--- src/rtl/tca_pkg.sv ---
package tca_pkg;
   // count mode encoding shared by every timer
   typedef enum logic {
      MODE_ONESHOT  = 1'b0,
      MODE_PERIODIC = 1'b1
   } tca_mode_e;
   localparam int TIMERS_PER_MOD = 2;
endpackage

--- src/rtl/tca_counter.sv ---
module tca_counter #(
   parameter int W          = 16,
   parameter bit ALLOW_WAIT = 1'b1
) (
   input  logic         clk,
   input  logic         rst_n,
   input  logic         start,
   input  logic         stop,
   input  logic         wait_en,
   input  logic         mode,
   input  logic [W-1:0] load,
   input  logic         trig,
   output logic         tmo
);
   import tca_pkg::*;

   localparam logic [W-1:0] ZERO = '0;

   logic         en_q, rel_q;
   logic [W-1:0] cnt_q;
   logic         wait_eff;
   tca_mode_e    mode_e;

   generate
      if (W < 1) begin : g_bad_w
         $error("tca_counter: W must be at least 1");
      end
      if (ALLOW_WAIT) begin : g_wait
         assign wait_eff = wait_en;
      end else begin : g_head
         // head of chain: nothing can release it, so never hold it
         assign wait_eff = wait_en & 1'b0;
      end
   endgenerate

   assign mode_e = tca_mode_e'(mode);
   assign tmo    = en_q & rel_q & (cnt_q == ZERO);

   always_ff @(posedge clk or negedge rst_n) begin
      if (!rst_n) begin
         en_q  <= 1'b0;
         rel_q <= 1'b0;
         cnt_q <= ZERO;
      end else if (stop) begin
         en_q  <= 1'b0;
         rel_q <= 1'b0;
      end else if (start) begin
         en_q  <= 1'b1;
         rel_q <= ~wait_eff;
         cnt_q <= load;
      end else if (en_q) begin
         if (!rel_q) begin
            if (trig) begin
               rel_q <= 1'b1;
               cnt_q <= load;
            end
         end else if (cnt_q == ZERO) begin
            if (mode_e == MODE_PERIODIC) begin
               cnt_q <= load;
            end else begin
               en_q  <= 1'b0;
               rel_q <= 1'b0;
            end
         end else begin
            cnt_q <= cnt_q - 1'b1;
         end
      end
   end

   // a held timer keeps its count until triggered
   p_wait_hold_r4: assert property (@(posedge clk) disable iff (!rst_n)
      en_q && !rel_q && !trig && !start && !stop |=> !rel_q && $stable(cnt_q));
   // a trigger releases and loads
   p_release_load_r4: assert property (@(posedge clk) disable iff (!rst_n)
      en_q && !rel_q && trig && !start && !stop |=> rel_q && cnt_q == $past(load));
   // one-shot ends after its time-out
   p_oneshot_end_r3: assert property (@(posedge clk) disable iff (!rst_n)
      tmo && mode_e == MODE_ONESHOT && !start && !stop |=> !en_q);
   // periodic reloads with no new trigger
   p_periodic_reload_r9: assert property (@(posedge clk) disable iff (!rst_n)
      tmo && mode_e == MODE_PERIODIC && !start && !stop |=> en_q && rel_q && cnt_q == $past(load));
   // stop ends the timer
   p_stop_clears_r9: assert property (@(posedge clk) disable iff (!rst_n)
      stop |=> !en_q && !tmo);

   generate
      if (!ALLOW_WAIT) begin : g_head_chk
         // head timer is released on start
         p_head_free_r7: assert property (@(posedge clk) disable iff (!rst_n)
            start && !stop |=> rel_q);
      end
   endgenerate
endmodule

--- src/rtl/tca_module.sv ---
module tca_module #(
   parameter int W       = 16,
   parameter bit IS_HEAD = 1'b0
) (
   input  logic         clk,
   input  logic         rst_n,
   input  logic         full,
   input  logic [W-1:0] ld_a,
   input  logic [W-1:0] ld_b,
   input  logic         per_a,
   input  logic         per_b,
   input  logic         wait_a,
   input  logic         wait_b,
   input  logic         start_a,
   input  logic         start_b,
   input  logic         stop_a,
   input  logic         stop_b,
   input  logic         trig_in,
   output logic         tmo_a,
   output logic         tmo_b,
   output logic         trig_out
);
   localparam int WA = 2 * W;

   logic [WA-1:0] load_a;
   logic          trig_b;

   // fused: B supplies the upper half of A's load
   assign load_a   = full ? {ld_b, ld_a} : {{W{1'b0}}, ld_a};
   assign trig_b   = ~full & tmo_a;
   assign trig_out = full ? tmo_a : tmo_b;

   tca_counter #(.W(WA), .ALLOW_WAIT(!IS_HEAD)) u_a (
      .clk(clk), .rst_n(rst_n), .start(start_a), .stop(stop_a),
      .wait_en(wait_a), .mode(per_a), .load(load_a), .trig(trig_in),
      .tmo(tmo_a));

   tca_counter #(.W(W), .ALLOW_WAIT(1'b1)) u_b (
      .clk(clk), .rst_n(rst_n), .start(start_b & ~full), .stop(stop_b | full),
      .wait_en(wait_b), .mode(per_b), .load(ld_b), .trig(trig_b),
      .tmo(tmo_b));

   // B is silent while the module stays fused
   p_b_quiet_full_r6: assert property (@(posedge clk) disable iff (!rst_n)
      full && $past(full) |-> !tmo_b);
endmodule

--- src/rtl/tca_array.sv ---
module tca_array #(
   parameter int NUM_MOD = 4,
   parameter int HALF_W  = 16
) (
   input  logic                      clk,
   input  logic                      rst_n,
   input  logic [NUM_MOD-1:0]        mod_full,
   input  logic [NUM_MOD*HALF_W-1:0] ld_a,
   input  logic [NUM_MOD*HALF_W-1:0] ld_b,
   input  logic [NUM_MOD-1:0]        per_a,
   input  logic [NUM_MOD-1:0]        per_b,
   input  logic [NUM_MOD-1:0]        wait_a,
   input  logic [NUM_MOD-1:0]        wait_b,
   input  logic [NUM_MOD-1:0]        start_a,
   input  logic [NUM_MOD-1:0]        start_b,
   input  logic [NUM_MOD-1:0]        stop_a,
   input  logic [NUM_MOD-1:0]        stop_b,
   output logic [NUM_MOD-1:0]        tmo_a,
   output logic [NUM_MOD-1:0]        tmo_b
);
   logic [NUM_MOD-1:0] chain_out;
   logic [NUM_MOD-1:0] chain_in;

   generate
      if (NUM_MOD < 1 || HALF_W < 2) begin : g_bad_cfg
         $error("tca_array: need NUM_MOD >= 1 and HALF_W >= 2");
      end
      for (genvar m = 0; m < NUM_MOD; m++) begin : g_mod
         if (m == 0) begin : g_first
            assign chain_in[m] = 1'b0;
         end else begin : g_next
            assign chain_in[m] = chain_out[m-1];
         end
         tca_module #(.W(HALF_W), .IS_HEAD(m == 0)) u_mod (
            .clk(clk), .rst_n(rst_n), .full(mod_full[m]),
            .ld_a(ld_a[m*HALF_W +: HALF_W]), .ld_b(ld_b[m*HALF_W +: HALF_W]),
            .per_a(per_a[m]), .per_b(per_b[m]),
            .wait_a(wait_a[m]), .wait_b(wait_b[m]),
            .start_a(start_a[m]), .start_b(start_b[m]),
            .stop_a(stop_a[m]), .stop_b(stop_b[m]),
            .trig_in(chain_in[m]), .tmo_a(tmo_a[m]), .tmo_b(tmo_b[m]),
            .trig_out(chain_out[m]));
      end
   endgenerate

   // nothing fires in the cycle right after reset
   p_quiet_after_reset_r1: assert property (@(posedge clk)
      $rose(rst_n) |-> tmo_a == '0 && tmo_b == '0);
endmodule

--- config.mk ---
export PLATFORM = sky130hd
export DESIGN_NAME = tca_array
export DESIGN_NICKNAME = d
export VERILOG_FILES = /design/src/rtl/tca_pkg.sv /design/src/rtl/tca_counter.sv /design/src/rtl/tca_module.sv /design/src/rtl/tca_array.sv
export SDC_FILE = /design/constraint.sdc
export NUM_CORES = 1
export LEC_CHECK = 0
export ABC_AREA = 0
export BUFFER_PORTS_ARGS = -buffer_cell sky130_fd_sc_hd__buf_4
export CAP_MARGIN = 20
export CORE_MARGIN = 4
export CORE_UTILIZATION = 40
export CTS_CLUSTER_DIAMETER = 120
export DETAILED_ROUTE_END_ITERATION = 6
export PLACE_DENSITY = 0.67
export SETUP_SLACK_MARGIN = 0.3
export SYNTH_ARGS = -nofsm -noshare
export SYNTH_HDL_FRONTEND = slang
export SYNTH_SLANG_ARGS = --single-unit
--- constraint.sdc ---
create_clock -name clk -period 3.12 [get_ports clk]
set_clock_uncertainty 0.15 [all_clocks]
set_input_delay 0.624 -clock clk [delete_from_list [all_inputs] [get_ports clk]]
set_output_delay 0.624 -clock clk [all_outputs]
set_load 0.01 [all_outputs]
# After elaboration in Yosys (flattened, before gate mapping)
# Index checks and enable logic that the tools add are counted.
# Widths: inputs -> output; s select.
dict set report totals {
  regBits 208
  in_bits 166
  output_inout_bits 8
  word_cells 268
}
dict set report op_classes {
  n_addsub 8
  eq_ne 8
  mux 141
  bitwise_logic 47
  n_reduce_logical 40
}
# operator n
set op_table {}
lappend op_table {{$mux 32} 27}
lappend op_table {{$mux 16} 24}
lappend op_table {{$logic_not 32->1} 4}
lappend op_table {{$sub 32x1->32 const B} 4}
lappend op_table {{$mux 1} 90}
lappend op_table {{$logic_not 16->1} 4}
lappend op_table {{$sub 16x1->16 const B} 4}
lappend op_table {{$reduce_bool 3->1} 15}
lappend op_table {{$reduce_and 4->1} 8}
lappend op_table {{$ne 4x4->1 const B} 7}
lappend op_table {{$and 1x1->1} 24}
lappend op_table {{$not 1->1} 19}
lappend op_table {{$reduce_bool 2->1} 9}
lappend op_table {{$or 1x1->1} 4}
lappend op_table {{$ne 3x3->1 const B} 1}

# Longest topological paths before layout
# Gate-level depths: netlist (run 1).
dict set report logic_depth {
  word_depth 8
  mapped_depth 10
  ltp_nobuf 9
}

# Modules after synthesis
# Synthesis (run 1) repeated with hierarchy kept, for this count alone.
dict set report unflattened {
  hier_cells 1733
  hier_area_um2 15165.8
}
# mod n_inst cells_per_inst area_per_inst_um2 seq_area_each_um2
set modules_own_cells {}
lappend modules_own_cells {{tca_counter at g_mod[0].u_mod.u_b ...} 3 135 1233.7 450.4}
lappend modules_own_cells {{tca_counter at g_mod[3].u_mod.u_a} 1 292 2524.9 850.8}
lappend modules_own_cells {{tca_counter at g_mod[2].u_mod.u_a} 1 267 2442.3 850.8}
lappend modules_own_cells {{tca_counter at g_mod[0].u_mod.u_a} 1 270 2358.5 850.8}
lappend modules_own_cells {{tca_counter at g_mod[1].u_mod.u_a} 1 275 2329.7 850.8}
lappend modules_own_cells {{tca_counter at g_mod[3].u_mod.u_b} 1 135 1204.9 450.4}
lappend modules_own_cells {tca_module 4 22 150.1 0.0}
lappend modules_own_cells {tca_array 1 1 3.8 0.0}

# Worst setup path after synthesis (run 1)
# OpenSTA, ideal clock, no wires.
dict set report synth_timing {
  path_kind {flip-flop to flip-flop}
  from {reg g_mod[3].u_mod.u_a.cnt_q[9]}
  to {reg g_mod[3].u_mod.u_b.cnt_q[1]}
  setup_time_ns 0.125
  arrival_ns 2.585
  required_time_ns 2.845
  path_slack_ns 0.260
  path_stages_with_launch 8
  n_path_buf 1
  period_less_slack_ns 2.860
  cell_sequence {dfrtp_1 or4_4 or3_1 buf_2 nor4_4 a31oi_1 nor2_2 mux2_2}
}
dict set report synth_between {
  elab_chain_len 5
}
# element line
set synth_rtl {}
lappend synth_rtl {{from (decl)} tca_counter.sv:20} ;# logic [W-1:0] cnt_q;
lappend synth_rtl {{from (signal assigned)} tca_counter.sv:50} ;# cnt_q <= load;
lappend synth_rtl {{from (signal assigned)} tca_counter.sv:55} ;# cnt_q <= load;
lappend synth_rtl {{from (signal assigned)} tca_counter.sv:59} ;# cnt_q <= load;
lappend synth_rtl {{$logic_not 32->1} tca_counter.sv:37} ;# assign tmo = en_q & rel_q & (cnt_q == ZERO);
lappend synth_rtl {{$and 1x1->1} tca_counter.sv:37}
lappend synth_rtl {{$and 1x1->1} tca_module.sv:30} ;# assign trig_b = ~full & tmo_a;
lappend synth_rtl {{$reduce_bool 3->1 (no source line)} n/a}
lappend synth_rtl {{$reduce_and 4->1 (no source line)} n/a}
lappend synth_rtl {{to (signal assigned)} tca_counter.sv:50}
lappend synth_rtl {{to (signal assigned)} tca_counter.sv:55}
lappend synth_rtl {{to (signal assigned)} tca_counter.sv:59}
lappend synth_rtl {{to (decl)} tca_counter.sv:20}
# Every way passes these cells.
# A chain may end at the register's enable or synchronous reset.

# Worst setup path after layout (run 1)
dict set report layout_timing {
  from {reg g_mod[3].u_mod.u_a.cnt_q[26]}
  to {out tmo_a[3]}
}
dict set report layout_between {
  elab_chain_len 2
}
# element line
set layout_rtl {}
lappend layout_rtl {{$logic_not 32->1} tca_counter.sv:37}
lappend layout_rtl {{$and 1x1->1} tca_counter.sv:37}
lappend layout_rtl {{to (decl)} tca_array.sv:18} ;# output logic [NUM_MOD-1:0] tmo_a,
# Every way passes these cells.

==> summary.md, run 1 <==
| Metric | Value |
|---|---|
| Register area share after synthesis | `37.7%` |
| Cells after Synth | `1723` |
| First-pass detailed-route iteration total | `5` |
| Setup Crit Path Kind | `reg2out` |
| Worst Path Max Fanout | `2` |
| Final worst path period need | `3150 ps` |
| Htree depth | `1` |
| Dpl cells | `2323` |
| Arr. time, crit path | `2380 ps` |
| Detailed-route DRC error count | `0` |
| Worst hold endpoint | `g_mod[2].u_mod.u_b.rel_q` |
| CP endpoint kind | `primary output` |
| Reg-to-reg slack, setup | `170 ps` |
| Synth unique cells | `76` |
| Startpoint of the worst hold path | `wait_b[2]` |
| Clock sinks | `208` |
| Initial antenna violation count | `7` |
| Syn. warnings | `0` |
| Vias post-DR | `14.9k` |
| Post-synthesis net count | `1905` |
| GRT overflow | `0` |
| R2R Path Start | `g_mod[3].u_mod.u_a.cnt_q[26]` |
| Pleak | `7.36 nW` |
| Via density per instance | `6.12` |
| Final Cycle Share | `101%` |
| HP Class | `in2reg` |
| Die ar. | `37500 µm²` |
| Initial Util | `40.8%` |
| Top cell type's share of synthesized area | `37.7%` |
| Top_reg_cell synth | `dfrtp_1` |
| Worst VDD drop | `0.458 mV` |
| RSZ-0062 raised after global routing | `yes` |
| Vias in the first global route | `14.1k` |
| Tightest Pin Transition | `741 ps` |
| Port bufs | `172` |
| Area delta synth->final | `32.1%` |
| #FFs+latches synth | `208` |
| Drt wl/cell | `18.7 µm` |
| Worst EP required | `2350 ps` |
| M2 GR Usage | `36.1%` |
| Placer Congestion | `0.872` |
| Core ar. | `33800 µm²` |
| F_max | `318 MHz` |
| Worst setup margin | `-29.0 ps` |
| Overall routing resource usage | `22.7%` |
| Number of synthesized flops with an enable pin | `0` |
| Synth Cell Area | `13800 µm²` |
| Status | `complete, but fails checks` |
| Hold Crit Depth | `2` |
| R2r endpoint | `g_mod[3].u_mod.u_a.cnt_q[22]` |
| Die Ht | `194 µm` |
| First-pass GRT wire length | `73.2 mm` |
| Post-Route WL | `45.7 mm` |
| Num rows | `67` |
| Synthesized area per cell | `8.00 µm²` |
| Violated checks | `setup timing` |
| Post-synth top area cell | `dfrtp_1` |
| Max-cap violations | `0` |
| Worst skew pair latency | `540 ps` |
| Rel. slew slack | `50.6%` |
| Worst-case reg-to-reg path depth | `11` |
| DP HPWL | `31.0 mm` |
| Pwr per Cell Area | `518 nW/µm²` |
| Final cell count without fillers | `2440` |
| Total CTS buffers | `27` |
| TritonCTS clock tree | `yes` |
| Clk slew on worst S/H paths | `60 ps` |
| Crit. Startpoint | `g_mod[3].u_mod.u_a.cnt_q[26]` |
| Fin. Hold Viols | `0` |
| Synth top cells by count | `dfrtp_1 (208), o21ai_0 (180), a21oi_1 (170)` |
| Longest Clk Path Bufs | `3` |
| Synth area leaders | `dfrtp_1 (38%), o21ai_0 (6.5%), a21oi_1 (6.2%)` |
| Async S/R FF share, synth | `100%` |
| Count of pins over their slew limit | `0` |
| Pwr Total | `9.43 mW` |
| Clock root buffer | `clkbuf_16` |
| Routed Antenna Nets | `0` |
| Cell with the most instances after synthesis | `dfrtp_1` |
| Die X | `194 µm` |
| Met3 GRT Util | `4.57%` |
| IO Pins | `174` |
| Fin nets | `2159` |
| Crit start category | `flop` |
| Share of cells above drive strength 1 | `25.3%` |
| Pin count of the biggest net entering global routing | `66` |
| Initial drt markers | `1186` |
| Routing usage on met1 | `31.5%` |
| Setup violators final | `1` |
| GRT busiest layer | `met2` |
[state kept, by name, summed over array words and instances, names as in the netlist]
name	cells
g_mod.u_mod.u_a.rel_q	4
g_mod.u_mod.u_b.cnt_q	64
g_mod.u_mod.u_b.rel_q	4
g_mod.u_mod.u_a.cnt_q	128
g_mod.u_mod.u_a.en_q	4
g_mod.u_mod.u_b.en_q	4
[cells by family (layout without fill, tap and decap cells)]
kind of cell	Yosys count	count (layout)	synth area share (%)
AND/OR/NAND/NOR	662	662	24.7
multiplexers	16	16	1.19
buffers and inverters	173	439	5.23
AO/OA/AOI/OAI	648	649	29.7
adder cells (fa/ha/maj)	16	16	1.45
flip-flops	208	208	37.7
other	0	2	0
[placed cells by master (no fill, tap or decap), types with 17 or more instances in the layout]
cell,count
inv_1,50
and3_1,20
o2bb2ai_1,26
buf_4,301
a31oi_1,61
dfrtp_1,205
o21ai_0,177
o22ai_1,21
clkbuf_16,28
nand2_1,89
nand4_1,21
buf_6,17
o211ai_1,22
or3_1,26
a21oi_1,169
nor2_1,161
nor4_1,42
nor3_1,102
o31ai_1,21
nand3_1,52
[worst max path at each step]
stage	to	slack [ps]	cells after the start
2_1_floorplan	g_mod[3].u_mod.u_a.cnt_q[13]	330	10
3_3_place_gp	g_mod[3].u_mod.u_a.cnt_q[26]	200	8
3_5_place_dp	g_mod[2].u_mod.u_a.cnt_q[30]	90	9
4_1_cts	tmo_a[3]	-110	6
5_1_grt	tmo_a[3]	-110	6
6_report	tmo_a[3]	-30	6
[through the flow]
| stage | util [%] | hold slack, ps | instance area [µm²] | TNS (ps) | worst slack [ps] |
|---|---|---|---|---|---|
| finish | 53.9 | 131 | 18200 | -29.0 | -29.0 |
| global route | 53.9 | 116 | 18200 | -106 | -106 |
| global placement | 47.6 | 317 | 16100 | 0 | 200 |
| detailed placement | 47.6 | 317 | 16100 | 0 | 90.7 |
| CTS | 51.9 | 104 | 17500 | -110 | -110 |
| floorplan | - | 178 | 13800 | 0 | 331 |
[layer usage]
metal  up-vias  part of all wire (%)
li1       7083                     -
met1      7245                    44
met2       513                    47
met3        94                   6.6
met4         8                   2.5
met5         -                  0.12
[power by group]
group	switching [mW]	internal, mW
combinational	1.28	1.18
sequential	0.729	3.24
clock	1.22	1.78
[layout make-up]
type / instances / area [µm²]
multi-input cells: 1343 / 8540
clock inverters: 5 / 50.0
repair buffers: 340 / 2850
diodes: 2 / 5.00
fillers: 3064 / 15600
flip-flops and latches: 208 / 5210
clock buffers: 37 / 773
well taps: 448 / 561
inverters: 57 / 226
[what timing repair did]
item                       CTS  global route
hold buffers                 1             0
setup buffers               42            27
resized for setup           66            86
gates cloned                 2             1
hold endpoints to repair    59             0
pin swaps                   20            32
setup endpoints to repair  122           135
[worst max-delay path, stage by stage, from the launching register on]
cell,delay [ps]
dfrtp_1,380
or4_4,540
or3_4,360
nand2b_4,150
nor2_2,70
and4_1,230
buf_6,110
No activity file was read; power rests on OpenSTA's default activity.
==> run 2, diff against run 1 <==
Settings changed: ABC_AREA 0 to 1, PLACE_DENSITY 0.67 to 0.66.
==> run 2 against run 1 <==
The run now ends clean. Area after synthesis grew 16%. Final cell count grew 34%. Hold slack lost 24 ps. Non-clock buffer count shrank 128. Register-to-register slack gained 360 ps. Sequential share of layout area shrank 1.1 points. Sequential power shrank 2%. Critical path type unchanged. Critical path depth grew 2. First-iteration DRC count shrank 13%.
==> summary.md, run 2 <==
| Metric | Value |
|---|---|
| Die Ht | `208 µm (was 194 µm)` |
| Commonest non-fill, non-tap cell in the layout | `nand2_1 (was buf_4)` |
| Htree depth | `1 (unchanged)` |
| Overall routing resource usage | `20.5% (was 22.7%)` |
| Synth unique cells | `40 (was 76)` |
| Syn. warnings | `0 (unchanged)` |
| IO Pins | `174 (unchanged)` |
| Post-synthesis xor/xnor area fraction | `6.62% (was 0%)` |
| Largest family of logic cells by synthesized area | `simple AND/OR/NAND/NOR gates (was compound AO/OA/AOI/OAI gates)` |
| Clock sinks | `208 (unchanged)` |
| Num rows | `73 (was 67)` |
| Crit start category | `flop (unchanged)` |
| Vias post-DR | `16.2k (was 14.9k)` |
| HP Class | `in2reg (unchanged)` |
| Detailed-route DRC error count | `0 (unchanged)` |
| Drt wl/cell | `14.1 µm (was 18.7 µm)` |
| F_max | `364 MHz (was 318 MHz)` |
| Synth Cell Area | `16000 µm² (was 13800 µm²)` |
| Synth top cells by count | `nand2_1 (1011), nor2_1 (381), dfrtp_1 (208) (was dfrtp_1 (208), o21ai_0 (180), a21oi_1 (170))` |
| Port bufs | `172 (unchanged)` |
| Arr. time, crit path | `1970 ps (was 2380 ps)` |
| #FFs+latches synth | `208 (unchanged)` |
| Setup Crit Path Kind | `reg2out (unchanged)` |
| Slowest CP cell | `dfrtp_1 (was or4_4)` |
| Top_reg_cell synth | `dfrtp_1 (unchanged)` |
| RSZ-0062 raised after global routing | `yes (unchanged)` |
| Initial drt markers | `1029 (was 1186)` |
| Register area | `5210 µm² (about the same)` |
| Share of cells above drive strength 1 | `14.7% (was 25.3%)` |
| Cells after Synth | `2552 (was 1723)` |
| WP buf/inv | `2 (was 1)` |
| Die X | `208 µm (was 194 µm)` |
| DP HPWL | `34.1 mm (was 31.0 mm)` |
| Post-Synth Adder-Cell Area | `1.25% (was 1.45%)` |
| Commonest non-fill, non-tap cells in the layout | `nand2_1 (1010), nor2_1 (359), dfrtp_1 (206) (was buf_4 (301), dfrtp_1 (205), o21ai_0 (177))` |
| Most Frequent Cell on Critical Path | `nor2_2` |
| Tightest Pin Transition | `743 ps (was 741 ps)` |
| Crit path largest cell delay | `420 ps (was 540 ps)` |
| CP delay by family, top | `simple AND/OR/NAND/NOR gates (unchanged)` |
| Count of pins over their slew limit | `0 (unchanged)` |
| Largest reg by FF count | `g_mod.u_mod.u_a.cnt_q (unchanged)` |
| Top cell type's share of synthesized area | `32.5% (was 37.7%)` |
| Multi-input logic area | `9730 µm² (was 8540 µm²)` |
| Clk slew on worst S/H paths | `60 ps (about the same)` |
| Regs by FF count | `g_mod.u_mod.u_a.cnt_q x128, g_mod.u_mod.u_b.cnt_q x64 (unchanged)` |
| Longest Clk Path Bufs | `3 (unchanged)` |
| Register area share after synthesis | `32.5% (was 37.7%)` |
| Setup violators final | `0 (was 1)` |
| CP Cell Sequence | `nor2_2, nand2_1, nor2_2, nand3_2, nor2_4, inv_2, nor2_2, buf_4 (was or4_4, or3_4, nand2b_4, nor2_2, and4_1, buf_6)` |
| First-pass GRT wire length | `76.0 mm (was 73.2 mm)` |
| Rel. slew slack | `50.4% (was 50.6%)` |
| Mux cell area share after synthesis | `0.187% (was 1.19%)` |
| Via density per instance | `4.96 (was 6.12)` |
| Met3 Wirelength | `2.04 mm (was 3.02 mm)` |
| Synth area leaders | `dfrtp_1 (32%), nand2_1 (24%), nor2_1 (8.9%) (was dfrtp_1 (38%), o21ai_0 (6.5%), a21oi_1 (6.2%))` |
| CP endpoint kind | `primary output (unchanged)` |
| Pwr per Cell Area | `560 nW/µm² (was 518 nW/µm²)` |
| Worst Path Max Fanout | `4 (was 2)` |
| Status | `finished, final reports clean (was complete, but fails checks)` |
| Clock root buffer | `clkbuf_16 (unchanged)` |
| Routed Antenna Nets | `0 (unchanged)` |
| Metal2 WL | `20.7 mm (was 21.4 mm)` |
| Total CTS buffers | `28 (was 27)` |
| Worst skew pair latency | `560 ps (was 540 ps)` |
| Placer Congestion | `0.914 (was 0.872)` |
| Fin. Hold Viols | `0 (unchanged)` |
| Cell with the most instances after synthesis | `nand2_1 (was dfrtp_1)` |
| TritonCTS clock tree | `yes (unchanged)` |
| Pin count of the biggest net entering global routing | `67 (was 66)` |
| Ant. Diodes | `0 (was 2)` |
| Number of fill cells in the layout | `4163 (was 3064)` |
| Synth Area in Simple Gates | `43.4% (was 24.7%)` |
| Post-route setup TNS | `0 ps (was -29.0 ps)` |
| Final worst path period need | `2750 ps (was 3150 ps)` |
| DR top layer | `met5 (unchanged)` |
| Final Cycle Share | `88.0% (was 101%)` |
| Async S/R FF share, synth | `100% (unchanged)` |
| Initial Util | `40.4% (was 40.8%)` |
| Core ar. | `39600 µm² (was 33800 µm²)` |
| Largest register FFs | `128 (unchanged)` |
| Die ar. | `43300 µm² (was 37500 µm²)` |
| Met1 Wirelength | `21.9 mm (was 20.1 mm)` |
| First-pass detailed-route iteration total | `7 (was 5)` |
| Pwr Total | `10.6 mW (was 9.43 mW)` |
| Max-cap violations | `0 (unchanged)` |
| Pleak | `9.68 nW (was 7.36 nW)` |
| Vias in the first global route | `15.5k (was 14.1k)` |
| Synthesized area per cell | `6.28 µm² (was 8.00 µm²)` |
| Worst VDD drop | `0.394 mV (was 0.458 mV)` |
| Fin nets | `2894 (was 2159)` |
| Compound-Gate Fraction of Synth Area | `7.96% (was 29.7%)` |
| Area delta synth->final | `18.3% (was 32.1%)` |
| Post-synthesis net count | `2734 (was 1905)` |
| Worst EP required | `2350 ps (about the same)` |
| Post-synth top area cell | `dfrtp_1 (unchanged)` |
| GRT overflow | `0 (unchanged)` |
| Number of synthesized flops with an enable pin | `0 (unchanged)` |
| Post-Route WL | `45.8 mm (was 45.7 mm)` |
| Initial antenna violation count | `1 (was 7)` |
==> run 2: cell types whose count changed after synthesis, sizes merged, moves of 72 or more <==
cell,previous run,this run
nor2,169,422
nand3,54,164
xor2,0,90
nor3,116,21
clkbuf,87,15
nand2,92,1032
inv,57,201
a21oi,170,20
==> run 2: per-layer routing <==
layer,vias to the layer above,track usage (%)
met4,2,5.35
met2,351,33.4
li1,8300,-
met5,-,0
met3,77,3.20
met1,7431,28.5
==> run 2: stage by stage <==
| stage | setup slack [ps] | instances | hold slack [ps] | area (µm²) | util, % |
|---|---|---|---|---|---|
| after floorplan | 1030 | 2552 | 178 | 16000 | - |
| after global placement | 526 | 3189 | 308 | 17700 | 44.6 |
| after detailed placement | 494 | 3190 | 312 | 17700 | 44.6 |
| after CTS | 228 | 3246 | 76.1 | 18700 | 47.3 |
| after global routing | 258 | 3259 | 92.0 | 19000 | 47.8 |
| final | 375 | 3259 | 107 | 19000 | 47.8 |
==> run 2: worst reg2reg max path, delay by kind of cell, from the launching register on <==
kind	cells	cell delay [ps]
AO/OA/AOI/OAI	2	330
AND/OR/NAND/NOR	5	850
buffers and inverters	2	510
adder cells (fa/ha/maj)	1	190
flip-flops	1	420
==> run 2: kinds of logic after synthesis <==
family	count (synthesis)
simple gates	1683
buf+inv	283
compound gates	238
xor+xnor	121
flops	208
fa+ha+maj	16
mux	3
==> run 2: report_power, final <==
part	switching, mW	internal (mW)
Combinational	2.17	1.35
Clock	1.28	1.93
Sequential	0.650	3.25
Total	4.10	6.52
==> run 2: area by class of cell <==
class                   instances  area share, %
flip-flops and latches        208           27.5
well taps                     525           3.46
repair buffers                212           8.94
clock buffers                  46           4.47
clock inverters                 6          0.350
multi-input cells            2061           51.3
inverters                     201           3.98
==> run 2: worst paths after layout <==
kind / to / slack (ps) / from / cells past startpoint
worst max-delay path: tmo_a[3] / 370 / g_mod[3].u_mod.u_a.cnt_q[4] / 8
worst min-delay path: g_mod[2].u_mod.u_a.rel_q / 110 / stop_a[2] / 2
worst max register to register: g_mod[3].u_mod.u_a.cnt_q[1] / 530 / g_mod[2].u_mod.u_b.cnt_q[0] / 10
worst min register to register: g_mod[3].u_mod.u_b.cnt_q[15] / 330 / g_mod[3].u_mod.u_b.cnt_q[15] / 2
max in group asynchronous: g_mod[2].u_mod.u_b.cnt_q[15] / 1600 / rst_n / 3
min in group asynchronous: g_mod[1].u_mod.u_a.cnt_q[7] / 480 / rst_n / 2
==> run 2: repair_timing <==
item,4_1_cts,5_1_grt
buffers inserted,3,12
pin swaps,8,14
setup endpoints to repair,5,6
hold buffers,1,0
hold endpoints to repair,63,0
gates resized for setup,26,38
